File: src/rtl/rds_pkg.sv
`timescale 1ns/1ps
package rds_pkg;

   typedef enum logic [2:0] {
      PH_POR   = 3'd0,
      PH_START = 3'd1,
      PH_OST   = 3'd2,
      PH_LOCK  = 3'd3,
      PH_RST   = 3'd4,
      PH_DONE  = 3'd5
   } phase_t;

   localparam logic [2:0] CAUSE_POWER_ON = 3'd0;

   // Clock-source classes: crystal codes need the start-up count,
   // PLL codes need the lock wait.
   function automatic logic needs_ost(input logic [2:0] sel);
      return (sel == 3'd5) || (sel == 3'd6) || (sel == 3'd7);
   endfunction

   function automatic logic needs_pll(input logic [2:0] sel);
      return (sel == 3'd3) || (sel == 3'd4) || (sel == 3'd7);
   endfunction

   function automatic int unsigned max2(input int unsigned a, input int unsigned b);
      return (a > b) ? a : b;
   endfunction

endpackage

File: src/rtl/rds_sync.sv
`timescale 1ns/1ps
module rds_sync #(
   parameter int unsigned STAGES = 2
) (
   input  logic clk_i,
   input  logic arst_i,
   output logic rst_o
);
   logic [STAGES-1:0] q;

   for (genvar i = 0; i < STAGES; i++) begin : g_stage
      if (i == 0) begin : g_head
         always_ff @(posedge clk_i or posedge arst_i) begin
            if (arst_i) q[i] <= 1'b1;
            else        q[i] <= 1'b0;
         end
      end else begin : g_tail
         always_ff @(posedge clk_i or posedge arst_i) begin
            if (arst_i) q[i] <= 1'b1;
            else        q[i] <= q[i-1];
         end
      end
   end

   assign rst_o = q[STAGES-1];
endmodule

File: src/rtl/rds_timer.sv
`timescale 1ns/1ps
module rds_timer #(
   parameter int unsigned W = 8
) (
   input  logic         clk_i,
   input  logic         arst_i,
   input  logic         clr_i,
   input  logic         inc_i,
   output logic [W-1:0] cnt_o
);
   always_ff @(posedge clk_i or posedge arst_i) begin
      if (arst_i)     cnt_o <= '0;
      else if (clr_i) cnt_o <= '0;
      else if (inc_i) cnt_o <= cnt_o + 1'b1;
   end
endmodule

File: src/rtl/rds_route.sv
`timescale 1ns/1ps
module rds_route
   import rds_pkg::*;
#(
   parameter int unsigned W         = 8,
   parameter int unsigned T_POR     = 4,
   parameter int unsigned T_SU_REG  = 4,
   parameter int unsigned T_SU_PWRT = 16,
   parameter int unsigned T_RST     = 4
) (
   input  phase_t       ph_i,
   input  logic [2:0]   clk_sel_i,
   input  logic         reg_en_i,
   output phase_t       nxt_o,
   output logic [W-1:0] last_o
);
   logic ost, pll;
   assign ost = needs_ost(clk_sel_i);
   assign pll = needs_pll(clk_sel_i);

   always_comb begin
      nxt_o  = PH_DONE;
      last_o = '0;
      case (ph_i)
         PH_POR: begin
            nxt_o  = PH_START;
            last_o = W'(T_POR - 1);
         end
         PH_START: begin
            nxt_o  = ost ? PH_OST : (pll ? PH_LOCK : PH_RST);
            last_o = reg_en_i ? W'(T_SU_REG - 1) : W'(T_SU_PWRT - 1);
         end
         PH_OST:  nxt_o = pll ? PH_LOCK : PH_RST;
         PH_LOCK: nxt_o = PH_RST;
         PH_RST: begin
            nxt_o  = PH_DONE;
            last_o = W'(T_RST - 1);
         end
         default: nxt_o = PH_DONE;
      endcase
   end
endmodule

File: src/rtl/rst_delay_seq.sv
`timescale 1ns/1ps
module rst_delay_seq
   import rds_pkg::*;
#(
   parameter int unsigned SYNC_STAGES = 2,
   parameter int unsigned T_POR       = 80,
   parameter int unsigned T_SU_REG    = 160,
   parameter int unsigned T_SU_PWRT   = 512000,
   parameter int unsigned OST_EDGES   = 1024,
   parameter int unsigned LOCK_CYC    = 160,
   parameter int unsigned LOCK_TMO    = 16000,
   parameter int unsigned T_RST       = 160
) (
   input  logic       clk_i,
   input  logic       por_i,
   input  logic       req_i,
   input  logic [2:0] cause_i,
   input  logic [2:0] clk_sel_i,
   input  logic       reg_en_i,
   input  logic       pll_lock_i,
   input  logic       osc_edge_i,
   output logic       sys_rst_o,
   output logic       clk_ok_o,
   output logic       busy_o,
   output logic       lock_fail_o
);
   localparam int unsigned MAXLEN = max2(max2(max2(T_POR, T_SU_REG), max2(T_SU_PWRT, OST_EDGES)),
                                         max2(max2(LOCK_CYC, LOCK_TMO), T_RST));
   localparam int unsigned CW = $clog2(MAXLEN + 1);
   localparam logic [CW-1:0] OST_LAST  = CW'(OST_EDGES - 1);
   localparam logic [CW-1:0] LOCK_MIN  = CW'(LOCK_CYC - 1);
   localparam logic [CW-1:0] LOCK_LAST = CW'(LOCK_TMO - 1);

   // Elaboration-time parameter checks
   if (SYNC_STAGES < 2) begin : g_bad_sync
      $error("rst_delay_seq: SYNC_STAGES must be at least 2");
   end
   if (T_POR < 1 || T_SU_REG < 1 || T_SU_PWRT < 1 || T_RST < 1 || OST_EDGES < 1 || LOCK_CYC < 1) begin : g_bad_len
      $error("rst_delay_seq: every delay length must be at least 1");
   end
   if (LOCK_TMO <= LOCK_CYC) begin : g_bad_tmo
      $error("rst_delay_seq: LOCK_TMO must exceed LOCK_CYC");
   end

   logic          por_s;
   phase_t        ph_q, nxt;
   logic [CW-1:0] cnt, last;
   logic          inc, adv, clr, cold, clk_ok_q, fail_q;

   rds_sync #(.STAGES(SYNC_STAGES)) u_sync (
      .clk_i  (clk_i),
      .arst_i (por_i),
      .rst_o  (por_s)
   );

   rds_route #(
      .W(CW), .T_POR(T_POR), .T_SU_REG(T_SU_REG), .T_SU_PWRT(T_SU_PWRT), .T_RST(T_RST)
   ) u_route (
      .ph_i      (ph_q),
      .clk_sel_i (clk_sel_i),
      .reg_en_i  (reg_en_i),
      .nxt_o     (nxt),
      .last_o    (last)
   );

   rds_timer #(.W(CW)) u_timer (
      .clk_i  (clk_i),
      .arst_i (por_s),
      .clr_i  (clr),
      .inc_i  (inc),
      .cnt_o  (cnt)
   );

   always_comb begin
      inc = 1'b0;
      adv = 1'b0;
      case (ph_q)
         PH_POR, PH_START, PH_RST: begin
            inc = 1'b1;
            adv = (cnt == last);
         end
         PH_OST: begin
            inc = osc_edge_i;
            adv = osc_edge_i && (cnt == OST_LAST);
         end
         PH_LOCK: begin
            inc = (cnt != LOCK_LAST);
            adv = pll_lock_i && (cnt >= LOCK_MIN);
         end
         default: ;
      endcase
   end

   // Cold restart for power-on causes, or whenever the clock is not yet valid.
   assign cold = (cause_i == CAUSE_POWER_ON) || !clk_ok_q;
   assign clr  = req_i || adv;

   always_ff @(posedge clk_i or posedge por_s) begin
      if (por_s) begin
         ph_q     <= PH_POR;
         clk_ok_q <= 1'b0;
         fail_q   <= 1'b0;
      end else if (req_i) begin
         if (cold) begin
            ph_q     <= PH_POR;
            clk_ok_q <= 1'b0;
            fail_q   <= 1'b0;
         end else begin
            ph_q <= PH_RST;
         end
      end else if (adv) begin
         ph_q <= nxt;
         if (nxt == PH_RST) clk_ok_q <= 1'b1;
      end else if (ph_q == PH_LOCK && cnt == LOCK_LAST && !pll_lock_i) begin
         fail_q <= 1'b1;
      end
   end

   assign busy_o      = (ph_q != PH_DONE);
   assign sys_rst_o   = req_i || (ph_q != PH_DONE);
   assign clk_ok_o    = clk_ok_q;
   assign lock_fail_o = fail_q;
endmodule

File: config.mk
export PLATFORM = sky130hd
export DESIGN_NAME = rst_delay_seq
export DESIGN_NICKNAME = d
export VERILOG_FILES = /design/src/rtl/rds_pkg.sv /design/src/rtl/rds_sync.sv /design/src/rtl/rds_timer.sv /design/src/rtl/rds_route.sv /design/src/rtl/rst_delay_seq.sv
export SDC_FILE = /design/constraint.sdc
export NUM_CORES = 1
export LEC_CHECK = 0
export ABC_AREA = 1
export BUFFER_PORTS_ARGS = -buffer_cell sky130_fd_sc_hd__buf_4
export CAP_MARGIN = 0
export CORE_MARGIN = 2
export CORE_UTILIZATION = 55
export DETAILED_ROUTE_END_ITERATION = 10
export PLACE_DENSITY = 0.74
export SLEW_MARGIN = 20
export SYNTH_ARGS = -nofsm -noshare
export SYNTH_HDL_FRONTEND = slang
export SYNTH_SLANG_ARGS = --single-unit
File: constraint.sdc
create_clock -name clk_i -period 2 [get_ports clk_i]
set_input_delay 0.2 -clock clk_i [delete_from_list [all_inputs] [get_ports clk_i]]
set_output_delay 0.2 -clock clk_i [all_outputs]
set_load 0.02 [all_outputs]
Word level (Yosys, flattened, before mapping)
Index checks and enable logic that the tools add are counted.
Operators by class
  $add $sub $neg: 1
  order comparisons: 1
  equality and inequality tests: 17
  muxes and demuxes: 19
  reductions and logical operators: 22
Operator list (number)
  $mux 19: 3
  $pmux 19 s3: 1
  $add 19x1->19 const B: 1
  $eq 19x10->1 const B: 1
  $eq 19x14->1 const B: 1
  $eq 19x19->1: 1
  $ge 19x8->1 const B: 1
  $ne 19x14->1 const B: 1
  $eq 3x3->1 const B: 6
  $mux 3: 5
  $pmux 3 s4: 1
  $eq 3x2->1 const B: 3
  $reduce_bool 2->1: 4
  $logic_or 1x1->1: 7
  $mux 1: 7
  $logic_not 3->1: 2
  $pmux 1 s3: 2
  $reduce_and 3->1: 2
  $logic_and 1x1->1: 4
  $eq 3x1->1 const B: 1
  $ne 3x3->1 const B: 1
  $reduce_or 3->1: 1
  $logic_not 1->1: 2
  $ne 2x1->1 const B: 1
  $ne 2x2->1 const B: 1
Word-level totals
  flip-flop bits (word level): 26
  bits of input ports: 12
  output and inout port bits: 4

Longest topological paths before layout
Gate-level depths: netlist of the first run.
  word-level depth: 10
  mapped depth: 14

By module
Synthesis of the first run repeated with hierarchy kept, for this count alone.
Second synthesis, totals
  cell total of the unflattened synthesis: 372
  area total of the unflattened synthesis: 2265.9 µm²
Modules (own cells, without submodules)
  rds_timer: times used 1, cells an instance 150, area an instance 1109.8 µm², sequential area each 475.5 µm²
  rst_delay_seq: times used 1, cells an instance 172, area an instance 839.6 µm², sequential area each 125.1 µm²
  rds_route: times used 1, cells an instance 46, area an instance 256.5 µm², sequential area each 0.0 µm²
  rds_sync: times used 1, cells an instance 4, area an instance 60.1 µm², sequential area each 52.6 µm²

Worst setup path after synthesis of the first run
No wires, ideal clock.
  path kind: flip-flop to flip-flop
  from: reg u_timer.cnt_o[1]
  to: reg ph_q[2]
  setup time: 0.119 ns
  arrival: 1.506 ns
  required time: 1.881 ns
  setup slack: 0.375 ns
  stages on the path, launching flop included: 11
  period minus slack after synthesis: 1.625 ns
  path through: dfrtp_1 ha_1 nand4_4 nand3_1 nand2_1 nand2_1 a21oi_2 nand3_4 buf_8 nand2_1 o21ai_2
On the way
  word-level cells in the longest chain between the ends: 4
Ends and longest elaborated chain
  start, declared: RTL line rds_timer.sv:9  | output logic [W-1:0] cnt_o
  start signal, assigned: RTL line rds_timer.sv:14  | else if (inc_i) cnt_o <= cnt_o + 1'b1;
  $ge 19x8->1 or $eq 19x10->1 (tied branches): RTL line rst_delay_seq.sv:88, rst_delay_seq.sv:84
  $logic_and 1x1->1 (on tied branches): RTL line rst_delay_seq.sv:88, rst_delay_seq.sv:84
  $pmux 1 s3 (*): RTL line rst_delay_seq.sv:77  | case (ph_q)
  $reduce_bool 2->1 (no source line) (*)
  end signal, assigned: RTL line rst_delay_seq.sv:112  | ph_q <= nxt;
  end, declared: RTL line rst_delay_seq.sv:46  | phase_t ph_q, nxt;
Mark *: on every way between the ends. The rest lies on a longest branch, timed or not.
A chain may end at the register's enable or synchronous reset.

Worst setup path in the final report of the first run
  from: reg u_timer.cnt_o[1]
  to: reg u_timer.cnt_o[18]
On the way
  word-level cells in the longest chain between the ends: 5
Ends and longest elaborated chain
  $ge 19x8->1 or $eq 19x10->1 (tied branches): RTL line rst_delay_seq.sv:88, rst_delay_seq.sv:84
  $logic_and 1x1->1 (on tied branches): RTL line rst_delay_seq.sv:88, rst_delay_seq.sv:84
  $pmux 1 s3: RTL line rst_delay_seq.sv:77
  $logic_or 1x1->1: RTL line rst_delay_seq.sv:96  | assign clr = req_i || adv;
  $mux 19 or $reduce_bool 2->1 (tied branches)
Parallel ways exist; a longest one is shown, timed or not. The select of a mux whose other input is x is not followed.

==> impl_metrics.env, run 1 <==
export IMPL_ys_seq_area_frac=0.306
export IMPL_hold_depth=4
export IMPL_initialDrtViolationCount=127
export IMPL_track_usage=0.249
export IMPL_drive_gt1_frac=0.228
export IMPL_syn_instance_count=309
export IMPL_grt_pass1_vias=1861
export IMPL_area_growth_pct=13.8
export IMPL_hp_start="req_i"
export IMPL_tritoncts_num_buffers=3
export IMPL_fp_dieH_um=66.3
export IMPL_worst_slew_pin_transition_ns=0.587
export IMPL_place_ws_ns=0.0529
export IMPL_globalplace_congestion=0.940
export IMPL_htree_levels=1
export IMPL_r2r_end="u_timer.cnt_o[18]"
export IMPL_cts_sinks=26
export IMPL_irDropWorstVdd_v=0.000352
export IMPL_coreArea_sq_mm=0.00369
export IMPL_drcViolationCount=0
export IMPL_ys_ff_latch=26
export IMPL_synth_top_area_share=0.281
export IMPL_stdcell_count=382
export IMPL_dp_cells=369
export IMPL_crit_type="flip-flop to flip-flop"
export IMPL_p_leak_nw=1.24
export IMPL_dp_hpwl_mm=3.75
export IMPL_critPathMaxFanout=11
export IMPL_fmaxAchievable_ghz=0.539
export IMPL_cp_end_kind="flip-flop"
export IMPL_synth_edff_count=0
export IMPL_synth_area_leaders="dfrtp_1, nand2_1, inv_1"
export IMPL_num_rows=22
export IMPL_yosys_top_cells_count="nand2_1, inv_1, nor2_1"
export IMPL_final_util=0.659
export IMPL_synth_ff_type="dfrtp_1"
export IMPL_grt_pass1_wl_mm=8.42
export IMPL_cts_clk_slew_worst_paths_ns=0.09
export IMPL_antenna_found_initial=0
export IMPL_dr_pass1_iters=4
export IMPL_hold_violations=0
export IMPL_io_pins=16
export IMPL_worstHoldEndpoint="lock_fail_o"
export IMPL_cts_tree="built"
export IMPL_power_density_mw_per_mm2=623
export IMPL_clock_skew_ns=0.00256
export IMPL_min_period_ns=1.85
export IMPL_synth_top_area_cell="dfrtp_1"
export IMPL_yosysMostFrequentCell="nand2_1"
export IMPL_slew_violations=0
export IMPL_holdCritPathClass="primary input to flip-flop"
export IMPL_drt_wl_total_mm=5.03
export IMPL_num_antenna_cells=0
export IMPL_final_cell_area_sq_mm=0.00243
export IMPL_critPathArrivalTime_ns=2.07
export IMPL_viasPerCell=5.31
export IMPL_start_kind="flip-flop"
export IMPL_setup_slack_ns=0.145
export IMPL_dieArea_sq_mm=0.00440
export IMPL_period_share=0.927
export IMPL_cap_viol_max_count=0
export IMPL_port_buffers=15
export IMPL_cts_root_buf="clkbuf_8"
export IMPL_syn_avg_cell_area_sq_um=6.92
export IMPL_grt_max_degree=25
export IMPL_synth_warning_count=0
export IMPL_overflow=0
export IMPL_ys_types=38
export IMPL_insertion_delay_ns=0.28
export IMPL_r2r_cells=10
export IMPL_finalSetupViolCount=0
export IMPL_wire_per_inst_um=13.2
export IMPL_async_flop_share=1.00
export IMPL_status="completed"
export IMPL_setup_tns_final_ns=0
export IMPL_finalPower_mw=1.51
export IMPL_placedInstanceArea_sq_mm=0.00228
export IMPL_vias=2027
export IMPL_holdWs_ns=0.199
export IMPL_clock_path_buffers=2
export IMPL_r2r_start="u_timer.cnt_o[1]"
export IMPL_initial_core_util=0.579
export IMPL_worstPathRequired_ns=2.22
export IMPL_max_slew_margin_rel=0.604
export IMPL_antenna_left=0
export IMPL_final_nets=348
export IMPL_reg2reg_slack_ns=0.15
export IMPL_synth_fp_nets=322
export IMPL_syn_area_sq_mm=0.00214
export IMPL_die_x_um=66.3
## where the power goes
part | leakage [nW] | switching (mW) | internal [mW] | total [mW]
clock | 0.0288 | 0.177 | 0.177 | 0.354
sequential | 0.347 | 0.0652 | 0.564 | 0.630
combinational | 0.866 | 0.327 | 0.204 | 0.531
## how the worst max path moves through the flow
| stage | startpoint | end | slack, ns | cells after the start |
|---|---|---|---|---|
| floorplan | u_timer.cnt_o[1] | ph_q[2] | 0.38 | 10 |
| global placement | u_timer.cnt_o[1] | u_timer.cnt_o[7] | 0.12 | 10 |
| global route | u_timer.cnt_o[1] | u_timer.cnt_o[7] | -0.004 | 10 |
| finish | u_timer.cnt_o[1] | u_timer.cnt_o[18] | 0.15 | 10 |
| CTS | u_timer.cnt_o[1] | u_timer.cnt_o[7] | 0.05 | 10 |
| detailed placement | u_timer.cnt_o[1] | u_timer.cnt_o[7] | 0.05 | 10 |
## logic make-up (layout without fill, tap and decap cells)
family	count (synthesis)	after routing	synth area share
other	1	1	0.00175
flip-flops	26	26	0.306
buffers and inverters	54	77	0.118
XOR/XNOR	6	6	0.0246
AND/OR/NAND/NOR	204	206	0.491
AO/OA/AOI/OAI	17	17	0.0527
adder cells (fa/ha/maj)	1	1	0.00585
## critical path, cell delays in order (launching register included)
cell     delay, ns
dfrtp_1       0.43
ha_1          0.26
nand4_4       0.17
nor2_4        0.13
nand3_2       0.09
nand2_2       0.12
nand3_4       0.17
buf_4         0.21
nand4_1       0.07
nand2_1       0.06
nor2_1        0.08
## state kept, by name, indices dropped and copies added (netlist names)
name,cells
lock_fail_o,1
u_sync.rst_o,1
u_sync.q,1
clk_ok_o,1
u_timer.cnt_o,19
ph_q,3
## per-layer routing
metal  global-route usage  wire length [um]  vias up
li1                     -                 -     1047
met1                0.338              2390      920
met2                0.396              2350       49
met3               0.0307               187       11
met4                0.112               106        0
met5                    0                 0        -
## timing repair
action                                  in CTS  in global routing
buffers inserted                             0                  6
endpoints found under the setup margin       0                 21
gates resized for setup                      0                  6
hold buffers                                 1                  0
endpoints found under the hold margin        2                  0
## placed cells by master (no fill, tap or decap), drive strengths merged
cell,instances
dlygate4sd3,1
a21oi,7
a31oi,1
o21ai,6
o311ai,1
dfstp,2
nor4,1
xor2,6
nand2,94
buf,29
ha,1
nor2,47
conb,1
nor3,6
o2111ai,2
dfrtp,24
inv,43
clkbuf,4
nand3b,2
and2,2
nand3,32
nand4,21
nor3b,1
## layout make-up
type	instances	area (sq um)
clock buffers	4	55.1
fillers	356	1260
inverters	43	164
multi-input cells	231	1270
flip-flops and latches	26	656
well taps	48	60.1
repair buffers	30	228
Note: power is estimated with default switching activity, not from simulation.
==> run 2: changes to the inputs <==
--- a/config.mk
+++ b/config.mk
@@ -5,13 +5,15 @@
 export SDC_FILE = /design/constraint.sdc
 export NUM_CORES = 1
 export LEC_CHECK = 0
-export ABC_AREA = 1
+export ABC_AREA = 0
 export BUFFER_PORTS_ARGS = -buffer_cell sky130_fd_sc_hd__buf_4
 export CAP_MARGIN = 0
 export CORE_MARGIN = 2
 export CORE_UTILIZATION = 55
 export DETAILED_ROUTE_END_ITERATION = 10
-export PLACE_DENSITY = 0.74
+export GPL_TIMING_DRIVEN = 0
+export PLACE_DENSITY = 0.75
+export SKIP_LAST_GASP = 1
 export SLEW_MARGIN = 20
 export SYNTH_ARGS = -nofsm -noshare
 export SYNTH_HDL_FRONTEND = slang
==> run 2 against run 1 <==
The run now ends with setup timing left; sequential share of layout area rose by 3.3 points; clock-buffer cell count unchanged; first-iteration DRC count fell by 25%; total power is 39% lower; critical path depth down 3; maximum frequency shrank 18%; flip-flop and latch count unchanged; clock power down 22%; via count decreased by 22%; clock skew about the same; worst setup slack worse by 0.40 ns; critical endpoint is now lock_fail_o; largest cell class unchanged.
==> impl_metrics.env, run 2 <==
export IMPL_synth_top_area_share=0.368
export IMPL_power_switching_mw=0.230
export IMPL_synth_ff_type="dfrtp_1"
export IMPL_max_stage_delay_ns=0.57
export IMPL_r2r_start="u_timer.cnt_o[8]"
export IMPL_hold_violations=0
export IMPL_ys_types=46
export IMPL_status="finished with violations"
export IMPL_syn_area_sq_mm=0.00163
export IMPL_synth_edff_count=0
export IMPL_max_slew_margin_rel=0.385
export IMPL_setup_slack_ns=-0.252
export IMPL_viasPerCell=6.29
export IMPL_grt_pass1_wl_mm=7.31
export IMPL_antenna_found_initial=0
export IMPL_fmaxAchievable_ghz=0.444
export IMPL_worstHoldEndpoint="ph_q[0]"
export IMPL_track_usage=0.284
export IMPL_dp_hpwl_mm=2.88
export IMPL_syn_avg_cell_area_sq_um=8.83
export IMPL_synth_warning_count=0
export IMPL_r2r_cells=7
export IMPL_crit_type="flip-flop to flip-flop"
export IMPL_final_cell_mix="buf_4, dfrtp_1, nand2_1"
export IMPL_critPathArrivalTime_ns=2.49
export IMPL_io_pins=16
export IMPL_critPathMaxFanout=3
export IMPL_dr_pass1_iters=4
export IMPL_violations="setup timing"
export IMPL_holdCritPathClass="primary input to flip-flop"
export IMPL_async_flop_share=1.00
export IMPL_critical_path_cell_chain="or4_4 -> nor4_4 -> a2bb2oi_2 -> o211ai_4 -> or2_4 -> buf_6 -> o41ai_4"
export IMPL_stdcell_count=251
export IMPL_num_antenna_cells=0
export IMPL_top_regs="u_timer.cnt_o x19, ph_q x3"
export IMPL_rsz0062_at_grt="true"
export IMPL_final_nets=234
export IMPL_slew_violations=0
export IMPL_yosysMostFrequentCell="nor2_1"
export IMPL_synth_top_area_cell="dfrtp_1"
export IMPL_clock_skew_ns=0.00279
export IMPL_top_register="u_timer.cnt_o"
export IMPL_insertion_delay_ns=0.33
export IMPL_final_util=0.779
export IMPL_cts_sinks=26
export IMPL_wire_per_inst_um=18.3
export IMPL_grt_max_degree=25
export IMPL_grt_pass1_vias=1541
export IMPL_synth_fp_nets=198
export IMPL_yosys_top_cells_count="nor2_1, dfrtp_1, nand2_1"
export IMPL_p_sw_frac=0.249
export IMPL_drive_gt1_frac=0.364
export IMPL_initialDrtViolationCount=95
export IMPL_initial_core_util=0.587
export IMPL_vias=1579
export IMPL_finalSetupViolCount=24
export IMPL_cpMaxStageDelayCell="or4_4"
export IMPL_reg2reg_slack_ns=-0.25
export IMPL_final_common_cell="buf_4"
export IMPL_drcViolationCount=0
export IMPL_ys_ff_latch=26
export IMPL_cts_root_buf="clkbuf_4"
export IMPL_clock_path_buffers=2
export IMPL_power_share_combinational=0.114
export IMPL_p_leak_nw=0.928
export IMPL_period_share=1.13
export IMPL_start_kind="flip-flop"
export IMPL_ys_seq_area_frac=0.400
export IMPL_cts_tree="built"
export IMPL_cts_clk_slew_worst_paths_ns=0.15
export IMPL_cap_viol_max_count=0
export IMPL_area_growth_pct=32.5
export IMPL_power_density_mw_per_mm2=427
export IMPL_antenna_left=0
export IMPL_intPower_mw=0.694
export IMPL_fp_dieH_um=58.5
export IMPL_num_rows=19
export IMPL_die_x_um=58.5
export IMPL_p_clk_frac=0.298
export IMPL_overflow=0
export IMPL_hp_start="req_i"
export IMPL_dieArea_sq_mm=0.00342
export IMPL_htree_levels=1
export IMPL_hold_depth=2
export IMPL_irDropWorstVdd_v=0.000461
export IMPL_port_buffers=15
export IMPL_r2r_end="lock_fail_o"
export IMPL_dp_cells=231
export IMPL_drt_wl_total_mm=4.60
export IMPL_worst_slew_pin_transition_ns=0.922
export IMPL_tritoncts_num_buffers=3
export IMPL_coreArea_sq_mm=0.00278
export IMPL_syn_instance_count=185
export IMPL_p_seq_frac=0.589
export IMPL_min_period_ns=2.25
export IMPL_largest_register_ffs=19
export IMPL_globalplace_congestion=0.891
export IMPL_cp_top_family="simple AND/OR/NAND/NOR gates"
export IMPL_cp_end_kind="flip-flop"
export IMPL_path_buf_inv=1
export IMPL_worstPathRequired_ns=2.24
export IMPL_synth_area_leaders="dfrtp_1, xor2_1, nor2_1"
## run 2: cell count changes after synthesis, moves of 5 or more
| cell | change |
|---|---|
| nand3_2 | -7 |
| clkbuf_1 | +6 |
| xor2_1 | +8 |
| inv_1 | -34 |
| nand3_1 | -13 |
| a21oi_1 | +7 |
| nand2_1 | -71 |
| nand4_1 | -13 |
| nor4_1 | +6 |
| nor2_2 | -6 |
| or3_1 | +5 |
| nor2_1 | -13 |
## run 2: layer usage
layer  GRT usage  vias to the layer above  wire [um]
li1            -                      743          -
met1       0.388                      760       1850
met2       0.465                       66       2380
met3      0.0330                       10        275
met4       0.103                        0         92
met5           0                        -          0
## run 2: timing repair
item / 4_1_cts / 5_1_grt
cloned: 0 / 1
setup buffers: 9 / 8
setup endpoints to repair: 24 / 26
hold buffers: 1 / 0
gates resized for setup: 15 / 29
pin swaps: 6 / 9
endpoints found under the hold margin: 2 / 0
## run 2: worst max path at each step
stage                       from                end  slack, ns  cells past startpoint
5_1_grt         u_timer.cnt_o[8]  u_timer.cnt_o[13]      -0.29                      8
2_1_floorplan  u_timer.cnt_o[18]        lock_fail_o      -0.21                      7
6_report        u_timer.cnt_o[8]        lock_fail_o      -0.25                      7
3_3_place_gp             ph_q[0]  u_timer.cnt_o[18]      -0.35                      7
4_1_cts        u_timer.cnt_o[11]        lock_fail_o      -0.26                      7
3_5_place_dp   u_timer.cnt_o[10]   u_timer.cnt_o[2]      -0.40                      8
## run 2: cell type report
class | count | area (sq um)
clock buffer | 4 | 36.3
tap | 31 | 38.8
timing repair buffer | 34 | 295
sequential | 26 | 656
inverter | 5 | 18.8
buffer | 5 | 37.5
multi-input combinational | 146 | 1080
fill | 195 | 616
## run 2: power by group through the flow
stage	combinational (mW)	clock [mW]	sequential, mW
after floorplan	0.0433	0	0.552
after global placement	0.0720	0	0.553
after detailed placement	0.0752	0	0.554
after CTS	0.0880	0.281	0.544
after global routing	0.115	0.304	0.546
final	0.105	0.275	0.544
## run 2: cell families (layout without fill, tap and decap cells)
logic type,Yosys count,count (layout),synth area share
AOI/OAI and AO/OA,36,36,0.169
xor gates and xnor gates,16,16,0.0858
adders and majority gates,1,1,0.00766
buffers and inverters,13,48,0.0352
DFF,26,26,0.400
muxes,1,1,0.00613
other,1,1,0.00229
and+or+nand+nor,91,91,0.294
## run 2: worst register-to-register path: cells and delay by family, from the launching register on
kind	cells	cell delay [ns]
buffers and inverters	1	0.14
and+or+nand+nor	3	1.08
DFF	1	0.43
AOI/OAI and AO/OA	3	0.51
## run 2: metrics by stage
| step | hold WS, ns | power, mW | worst slack [ns] | instance area (sq um) | TNS (ns) |
|---|---|---|---|---|---|
| finish | 0.0689 | 0.924 | -0.252 | 2170 | -4.38 |
| floorplan | 0.112 | 0.595 | -0.207 | 1660 | -1.07 |
| detailed placement | 0.247 | 0.629 | -0.399 | 1810 | -7.31 |
| global placement | 0.239 | 0.625 | -0.346 | 1810 | -5.71 |
| global route | 0.0482 | 0.964 | -0.290 | 2170 | -5.67 |
| CTS | 0.0479 | 0.914 | -0.258 | 2000 | -4.51 |
